===== src/rtl/t1_alarm_pkg.sv =====
package t1_alarm_pkg;

  // loss-of-signal tracker states
  typedef enum logic [1:0] {
    LS_CLEAR = 2'd0,  // no alarm, counting zero runs
    LS_ARMED = 2'd1,  // alarm declared, waiting for a one
    LS_SPAN  = 2'd2   // alarm declared, density span open
  } los_state_e;

  // bit periods in 3 ms at 1.544 Mb/s
  localparam int unsigned T1_WIN_BITS = 4632;

endpackage


===== src/rtl/t1_rst_sync.sv =====
module t1_rst_sync (
  input  logic clk,
  input  logic rst_n,
  output logic rst_sync_n
);

  logic [1:0] stage_q;

  always_ff @(posedge clk or negedge rst_n) begin
    if (!rst_n) begin
      stage_q <= 2'b00;
    end else begin
      stage_q <= {stage_q[0], 1'b1};
    end
  end

  assign rst_sync_n = stage_q[1];

endmodule


===== src/rtl/t1_ais_window.sv =====
module t1_ais_window #(
  parameter int unsigned WIN_BITS  = 4632,
  parameter int unsigned MAX_ZEROS = 5
) (
  input  logic clk,
  input  logic rst_n,
  input  logic bit_en,
  input  logic bit_in,
  input  logic qual_in,
  output logic ais_o,
  output logic set_p,
  output logic clr_p
);

  localparam int unsigned BW = $clog2(WIN_BITS);
  localparam int unsigned ZW = $clog2(MAX_ZEROS + 2);
  localparam logic [BW-1:0] WIN_LAST = BW'(WIN_BITS - 1);
  localparam logic [ZW-1:0] ZERO_SAT = ZW'(MAX_ZEROS + 1);
  localparam logic [ZW-1:0] ZERO_MAX = ZW'(MAX_ZEROS);

  logic [BW-1:0] pos_q,  pos_n;
  logic [ZW-1:0] zero_q, zero_n;
  logic [ZW-1:0] zero_now;
  logic          ais_q,  ais_n;
  logic          set_q,  set_n;
  logic          clr_q,  clr_n;
  logic          win_end;

  // zero count including the current bit, held at the saturation value
  always_comb begin
    if (!bit_in && (zero_q != ZERO_SAT)) begin
      zero_now = zero_q + ZW'(1);
    end else begin
      zero_now = zero_q;
    end
  end

  assign win_end = (pos_q == WIN_LAST);

  always_comb begin
    pos_n  = pos_q;
    zero_n = zero_q;
    ais_n  = ais_q;
    set_n  = 1'b0;
    clr_n  = 1'b0;
    if (bit_en) begin
      if (win_end) begin
        pos_n  = '0;
        zero_n = '0;
        ais_n  = (zero_now <= ZERO_MAX) && qual_in;
        set_n  = ais_n && !ais_q;
        clr_n  = !ais_n && ais_q;
      end else begin
        pos_n  = pos_q + BW'(1);
        zero_n = zero_now;
      end
    end
  end

  // window state advances only on strobed bits
  always_ff @(posedge clk or negedge rst_n) begin
    if (!rst_n) begin
      pos_q  <= '0;
      zero_q <= '0;
      ais_q  <= 1'b0;
    end else if (bit_en) begin
      pos_q  <= pos_n;
      zero_q <= zero_n;
      ais_q  <= ais_n;
    end
  end

  // event pulses return to zero on every cycle
  always_ff @(posedge clk or negedge rst_n) begin
    if (!rst_n) begin
      set_q <= 1'b0;
      clr_q <= 1'b0;
    end else begin
      set_q <= set_n;
      clr_q <= clr_n;
    end
  end

  assign ais_o = ais_q;
  assign set_p = set_q;
  assign clr_p = clr_q;

endmodule


===== src/rtl/t1_los_detect.sv =====
module t1_los_detect
  import t1_alarm_pkg::*;
#(
  parameter int unsigned ZERO_RUN  = 192,
  parameter int unsigned SPAN_BITS = 112,
  parameter int unsigned MIN_ONES  = 14
) (
  input  logic clk,
  input  logic rst_n,
  input  logic bit_en,
  input  logic bit_in,
  output logic los_o,
  output logic set_p,
  output logic clr_p
);

  localparam int unsigned RW = $clog2(ZERO_RUN);
  localparam int unsigned SW = $clog2(SPAN_BITS + 1);
  localparam int unsigned OW = $clog2(MIN_ONES + 1);
  localparam logic [RW-1:0] RUN_LAST  = RW'(ZERO_RUN - 1);
  localparam logic [SW-1:0] SPAN_LAST = SW'(SPAN_BITS - 1);
  localparam logic [OW-1:0] ONES_LAST = OW'(MIN_ONES - 1);

  los_state_e    state_q, state_n;
  logic [RW-1:0] run_q,   run_n;
  logic [SW-1:0] span_q,  span_n;
  logic [OW-1:0] ones_q,  ones_n;
  logic          set_q,   set_n;
  logic          clr_q,   clr_n;

  always_comb begin
    state_n = state_q;
    run_n   = run_q;
    span_n  = span_q;
    ones_n  = ones_q;
    set_n   = 1'b0;
    clr_n   = 1'b0;
    if (bit_en) begin
      unique case (state_q)
        LS_CLEAR: begin
          if (bit_in) begin
            run_n = '0;
          end else if (run_q == RUN_LAST) begin
            run_n   = '0;
            state_n = LS_ARMED;
            set_n   = 1'b1;
          end else begin
            run_n = run_q + RW'(1);
          end
        end
        LS_ARMED: begin
          // the span opens on the first one, which is its bit 1
          if (bit_in) begin
            span_n  = SW'(1);
            ones_n  = OW'(1);
            state_n = LS_SPAN;
          end
        end
        LS_SPAN: begin
          span_n = span_q + SW'(1);
          if (bit_in) begin
            ones_n = ones_q + OW'(1);
          end
          // clearing wins over span expiry on the same bit
          if (bit_in && (ones_q == ONES_LAST)) begin
            state_n = LS_CLEAR;
            run_n   = '0;
            span_n  = '0;
            ones_n  = '0;
            clr_n   = 1'b1;
          end else if (span_q == SPAN_LAST) begin
            state_n = LS_ARMED;
            span_n  = '0;
            ones_n  = '0;
          end
        end
        default: begin
          state_n = LS_CLEAR;
          run_n   = '0;
          span_n  = '0;
          ones_n  = '0;
        end
      endcase
    end
  end

  always_ff @(posedge clk or negedge rst_n) begin
    if (!rst_n) begin
      state_q <= LS_CLEAR;
      run_q   <= '0;
      span_q  <= '0;
      ones_q  <= '0;
    end else if (bit_en) begin
      state_q <= state_n;
      run_q   <= run_n;
      span_q  <= span_n;
      ones_q  <= ones_n;
    end
  end

  always_ff @(posedge clk or negedge rst_n) begin
    if (!rst_n) begin
      set_q <= 1'b0;
      clr_q <= 1'b0;
    end else begin
      set_q <= set_n;
      clr_q <= clr_n;
    end
  end

  assign los_o = (state_q != LS_CLEAR);
  assign set_p = set_q;
  assign clr_p = clr_q;

endmodule


===== src/rtl/t1_alarm_mon.sv =====
module t1_alarm_mon
  import t1_alarm_pkg::*;
#(
  parameter int unsigned WIN_BITS  = T1_WIN_BITS,
  parameter int unsigned MAX_ZEROS = 5,
  parameter int unsigned ZERO_RUN  = 192,
  parameter int unsigned SPAN_BITS = 112,
  parameter int unsigned MIN_ONES  = 14
) (
  input  logic clk,
  input  logic rst_n,
  input  logic bit_en,
  input  logic bit_in,
  input  logic lof_in,
  output logic ais_o,
  output logic ais_set_p,
  output logic ais_clr_p,
  output logic los_o,
  output logic los_set_p,
  output logic los_clr_p
);

  logic rst_int_n;

  t1_rst_sync u_rst_sync (
    .clk        (clk),
    .rst_n      (rst_n),
    .rst_sync_n (rst_int_n)
  );

  t1_ais_window #(
    .WIN_BITS  (WIN_BITS),
    .MAX_ZEROS (MAX_ZEROS)
  ) u_ais (
    .clk     (clk),
    .rst_n   (rst_int_n),
    .bit_en  (bit_en),
    .bit_in  (bit_in),
    .qual_in (lof_in),
    .ais_o   (ais_o),
    .set_p   (ais_set_p),
    .clr_p   (ais_clr_p)
  );

  t1_los_detect #(
    .ZERO_RUN  (ZERO_RUN),
    .SPAN_BITS (SPAN_BITS),
    .MIN_ONES  (MIN_ONES)
  ) u_los (
    .clk    (clk),
    .rst_n  (rst_int_n),
    .bit_en (bit_en),
    .bit_in (bit_in),
    .los_o  (los_o),
    .set_p  (los_set_p),
    .clr_p  (los_clr_p)
  );

endmodule


===== config.mk =====
export PLATFORM = sky130hd
export DESIGN_NAME = t1_alarm_mon
export DESIGN_NICKNAME = d
export VERILOG_FILES = /design/src/rtl/t1_alarm_pkg.sv /design/src/rtl/t1_rst_sync.sv /design/src/rtl/t1_ais_window.sv /design/src/rtl/t1_los_detect.sv /design/src/rtl/t1_alarm_mon.sv
export SDC_FILE = /design/constraint.sdc
export NUM_CORES = 1
export LEC_CHECK = 0
export BUFFER_PORTS_ARGS = -buffer_cell sky130_fd_sc_hd__buf_2
export CAP_MARGIN = 20
export CORE_UTILIZATION = 40
export DETAILED_ROUTE_END_ITERATION = 8
export PLACE_DENSITY = 0.53
export SYNTH_ARGS = -nofsm -noshare
export SYNTH_HDL_FRONTEND = slang
export SYNTH_SLANG_ARGS = --single-unit

===== constraint.sdc =====
create_clock -name clk -period 2.7 [get_ports clk]
set_input_delay 0 -clock clk [delete_from_list [all_inputs] [get_ports clk]]
set_output_delay 0 -clock clk [all_outputs]
set_load 0.02 [all_outputs]

---- After elaboration in Yosys (flattened, before gate mapping) ----
Cells that the tools add are included.
storage, ports and cells
  memory bits (read-only) ................. 0
  logic and storage cells ................. 81
  latch bits .............................. 0
  output and inout bits ................... 6
  bits of input ports ..................... 5
  bits in registers ....................... 44
  memories ................................ 0
  bits in writable memories ............... 0
operators by class
  reductions and logical operators ........ 15
  bitwise gates (word level) .............. 2
  magnitude comparators ................... 1
  eq/ne operators ......................... 13
  shift-type cells ........................ 0
  multiplexer cells ....................... 33
  multiply operators ...................... 0
  $add $sub $neg .......................... 5
  div/mod/pow operators ................... 0
operators by type and width
  cell                                            number
  two-way mux 8 bit                               3
  case mux 8 bit (3 select lines)                 1
  two-way mux 7 bit                               3
  case mux 7 bit (3 select lines)                 1
  two-way mux 4 bit                               4
  adder 13 x 1 -> 13 bit (second input constant)  1
  equality test 13 bit (second input constant)    1
  two-way mux 13 bit                              1
  case mux 4 bit (3 select lines)                 1
  two-way mux 1 bit                               11
  two-way mux 2 bit                               5
  adder 8 x 1 -> 8 bit (second input constant)    1
  equality test 8 bit (second input constant)     1
  adder 7 x 1 -> 7 bit (second input constant)    1
  equality test 7 bit (second input constant)     1
  two-way mux 3 bit                               2
  case mux 2 bit (3 select lines)                 1
  AND reduction 3 bit                             2
  logical AND 1 bit                               5
  AND reduction 5 bit                             1
  adder 4 x 1 -> 4 bit (second input constant)    1
  equality test 4 bit (second input constant)     1
  != test 2 x 1 -> 1 bit (second input constant)  2
  != test 2 bit (second input constant)           2
  13 further kinds                                16

---- Depth between registers and ports, before layout ----
  depth after elaboration ................. 9
  depth in mapped cells ................... 7
  mapped depth without buffers ............ 6

---- Modules after synthesis ----
A second synthesis with hierarchy kept.
unflattened totals
  cell total of the unflattened synthesis .. 249
  area, all modules ....................... 2402.3 sq um
modules (own cells, without submodules)
  module         sequential area each (sq um)  times used  cells each  area an instance (sq um)
  t1_los_detect  575.6                         1           154         1392.6
  t1_ais_window  475.5                         1           92          955.9
  t1_rst_sync    50.0                          1           3           53.8

---- Worst setup path before layout ----
No wires, ideal clock.
  path type ............................... reg2reg
  start ................................... reg u_los.state_q[0]
  end ..................................... reg u_los.span_q[5]
  stages on the path, launching flop included .. 7
  arrival time ............................ 1.631 ns
  buffers on the path ..................... 0
  slack ................................... 0.993 ns
  cell sequence ........................... dfrtp_1 -> inv_1 -> ha_1 -> inv_1 -> nand3_1 -> or4_1 -> o21ai_1
between the ends
  longest elaborated chain between the ends .. 3
  elaborated cells on any way between the ends .. 7
RTL lines
  item                                                             RTL line             text
  from (decl)                                                      t1_los_detect.sv:24  los_state_e state_q, state_n;
  from (signal assigned)                                           t1_los_detect.sv:94  state_q <= state_n;
  equality test 2 x 1 -> 1 bit or zero test 2 bit (tied branches)  t1_los_detect.sv:39  unique case (state_q)
  != test 2 bit (no line) or NOT 1 bit (tied branches)             -
  AND reduction 3 bit (no line)                                    -
  to (signal assigned)                                             t1_los_detect.sv:96  span_q <= span_n;
  to (decl)                                                        t1_los_detect.sv:26  logic [SW-1:0] span_q, span_n;
Several ways; a longest one is shown, not always the timed one.
A chain may end at the register's enable or synchronous reset.

---- Worst setup path after layout ----
Ends and elaborated chain as after synthesis.

==> metrics.yaml <==
required_ps: 2920
yosys_warnings: 0
io_pins: 11
min_path_type: "in2reg"
drive_gt1_share_pct: 12.60
synth_edf_count: 0
clk_latency_ps: 290
ys_types: 57
yosys-mux-area-fraction_pct: 1.297
final_nets: 269
finalHoldViolations: 0
grt_max_degree: 43
yosys.area_share.simple_pct: 21.47
synth_fa_ha_area_share_pct: 5.705
core_um2: 5675
grt_usage_pct: 16.73
reg2regPathDepth: 6
met1_length_um: 2403
synth_xor_area_share_pct: 5.083
fin_crit_ps: 2077
dieHeight_um: 79.66
finalSetupViolations: 0
grt.overflow.total: 0
r2r-end: "u_los.span_q[5]$_DFFE_PN0P_"
synthesis.area_um2: 2412
worstMarginPinSlew_ps: 925.4
vias_per_cell: 5.445
drt_wl_total_um: 4550
ys_ff_latch: 44
vias: 1775
rows: 27
synth-async-reset-ratio_pct: 100.0
met2_wirelength_um: 2003
dr_wl_met3_um: 118
worstPathArrival_ps: 2300
r2r_start: "u_los.state_q[0]$_DFFE_PN0P_"
clockRootBuffer: "clkbuf_8"
vdd_drop_max_mv: 0.3251
tns_ps: 0
pre_cts_ws_ps: 641.5
fin_skew_ps: 3.169
cts_tree: "yes"
comb_power_share_pct: 29.9
clk_path_buf_depth: 2
multi_input_area_um2: 1214
final_cells: 326
n_antenna_cell: 0
cts_inserted_buffers: 5
hpwl_um: 3130
dp.cells: 315
drv_cap: 0
ys_seq_area_share_pct: 45.64
clock_sinks: 44
start_util_pct: 42.50
synth.most_common_cell: "dfrtp_1"
maxSlewHeadroom_pct: 38.30
rrSetupSlack_ps: 620
status: "completed"
antenna_found_initial: 0
synthTopCellsByArea: "dfrtp_1, ha_1, xnor2_1"
grt_pass1_wl_um: 8273
maxUsedRoutingLayer: "met4"
rsz0062_at_grt: "no"
yosysTopAreaCell: "dfrtp_1"
sequentialPowerShare_pct: 45.1
port_buffers: 10
final_util_pct: 46.83
drc: 0
netlist_instances: 240
critPathLaunchType: "flip-flop"
wire_per_inst_um: 13.96
seqCellArea_um2: 1102
ys.flop_type: "dfrtp_1"
die_x_um: 79.66
hold_end: "u_los.clr_p$_DFF_PN0_"
p_int_mw: 1.304
p_sw_share_pct: 36.20
hold_depth: 3
htreeDepth: 2
synth_nets: 256
clk_pin_slew_ps: 90
dieArea_um2: 6346
timing.final.crit_share_pct: 76.94
worstSetupPathType: "reg2reg"
worstPathMaxFanout: 14
setup_slack_ps: 622.6
grt_pass1_vias: 1726
gp_congestion: 0.7778
p_switching_uw: 739.8
first_pass_iters: 5
p_leak_nw: 1.134
p_per_area_nw_per_um2: 769.0
endpoint_kind: "flip-flop"
fillerInstances: 547
synth_compound_area_share_pct: 16.60
synth_top_family_by_area: "simple AND/OR/NAND/NOR gates"
ctsResizeCount: 0
final_max_slew_viol_count: 0
hold_path_startpoint: "bit_en"
first_iter_violations: 124
total_power_mw: 2.044
yosys.area.top_type_share_pct: 45.64
pwr-share-clk_pct: 25.0
ant_nets: 0
syn_to_final_growth_pct: 10.17
avgSynthCellArea_um2: 10.05
fmax_mhz: 481.4
netlist_top_cells_count: "dfrtp_1, inv_1, nand3_1, nor2_1, nand2_1"
-- per-layer routing --
metal / track usage [%] / vias to the layer above
li1: - / 898
met2: 25.90 / 19
met1: 23.81 / 856
met3: 3.429 / 2
met4: 3.818 / 0
met5: 0 / -
-- how the worst max path moves through the flow --
stage	slack [ps]	cells after the start	to	start
floorplan	990	6	u_los.span_q[5]$_DFFE_PN0P_	u_los.state_q[0]$_DFFE_PN0P_
global placement	740	6	u_los.span_q[5]$_DFFE_PN0P_	u_los.state_q[0]$_DFFE_PN0P_
detailed placement	640	6	u_los.span_q[5]$_DFFE_PN0P_	u_los.state_q[0]$_DFFE_PN0P_
CTS	630	6	u_los.span_q[5]$_DFFE_PN0P_	u_los.state_q[0]$_DFFE_PN0P_
global route	420	6	u_los.span_q[5]$_DFFE_PN0P_	u_los.state_q[0]$_DFFE_PN0P_
finish	620	6	u_los.span_q[5]$_DFFE_PN0P_	u_los.state_q[0]$_DFFE_PN0P_
-- worst max-delay path, stage by stage, from the launching register on --
cell	delay, ps
dfrtp_1	420
inv_1	80
ha_1	220
inv_1	140
nand3_1	400
or4_1	630
o21ai_1	120
-- cells in the final DEF (no fill, tap or decap), types with 3 or more instances in the layout --
master         instances
dlygate4sd3_1          3
and3_1                 5
dfrtp_1               43
nor2_1                16
a21oi_1                6
nand2_1               15
nand4_1                5
a31oi_1                3
nand2b_1               5
buf_2                 10
nor3_1                 6
clkbuf_8               5
xor2_1                 4
or4_1                  3
xnor2_1               10
o31ai_1                3
o21ai_0               12
o22ai_1                3
nand3_1               16
inv_1                 16
a22o_1                 3
ha_1                  11
-- final cells by class --
class                      instances  share of cell area (%)
sequential                        44                   41.48
clock inverter                     3                   1.601
multi-input combinational        173                   45.67
inverter                          16                   2.260
tap                               72                   3.390
clock buffer                       5                   2.589
timing repair buffer              13                   3.013
-- per-stage QoR --
stage          hold slack (ps)  area, um^2
6_report                 61.01        2658
5_1_grt                  102.8        2658
4_1_cts                  56.59        2658
3_5_place_dp            -214.2        2516
3_3_place_gp            -212.9        2516
2_1_floorplan           -295.6        2412
-- cells by family after synthesis --
logic type               after synthesis
other                                  1
flip-flops                            44
AO/OA/AOI/OAI                         53
XOR/XNOR                              14
AND/OR/NAND/NOR                       91
multiplexers                           3
buffers and inverters                 23
adder cells (fa/ha/maj)               11
-- power groups by stage --
stage          Clock, mW  Combinational, mW  Sequential [mW]
2_1_floorplan          0              0.496            0.896
3_3_place_gp           0              0.606            0.932
3_5_place_dp           0              0.607            0.931
4_1_cts            0.528              0.614            0.920
5_1_grt            0.559              0.707            0.947
6_report           0.510              0.612            0.922
-- repair_timing --
action	in CTS	in global routing
hold buffers	3	0
setup buffers	0	0
hold endpoints to repair	3	0
-- sequential cells by signal, summed over array words and instances, names as in the netlist --
signal and flops:
u_ais.pos_q 13, u_los.run_q 8, u_los.span_q 7, u_los.ones_q 4, u_ais.zero_q 3, u_los.state_q 2
u_rst_sync.stage_q 2, u_ais.ais_o 1, u_ais.clr_p 1, u_ais.set_p 1, u_los.clr_p 1, u_los.set_p 1
(Power assumes the default switching activity.)
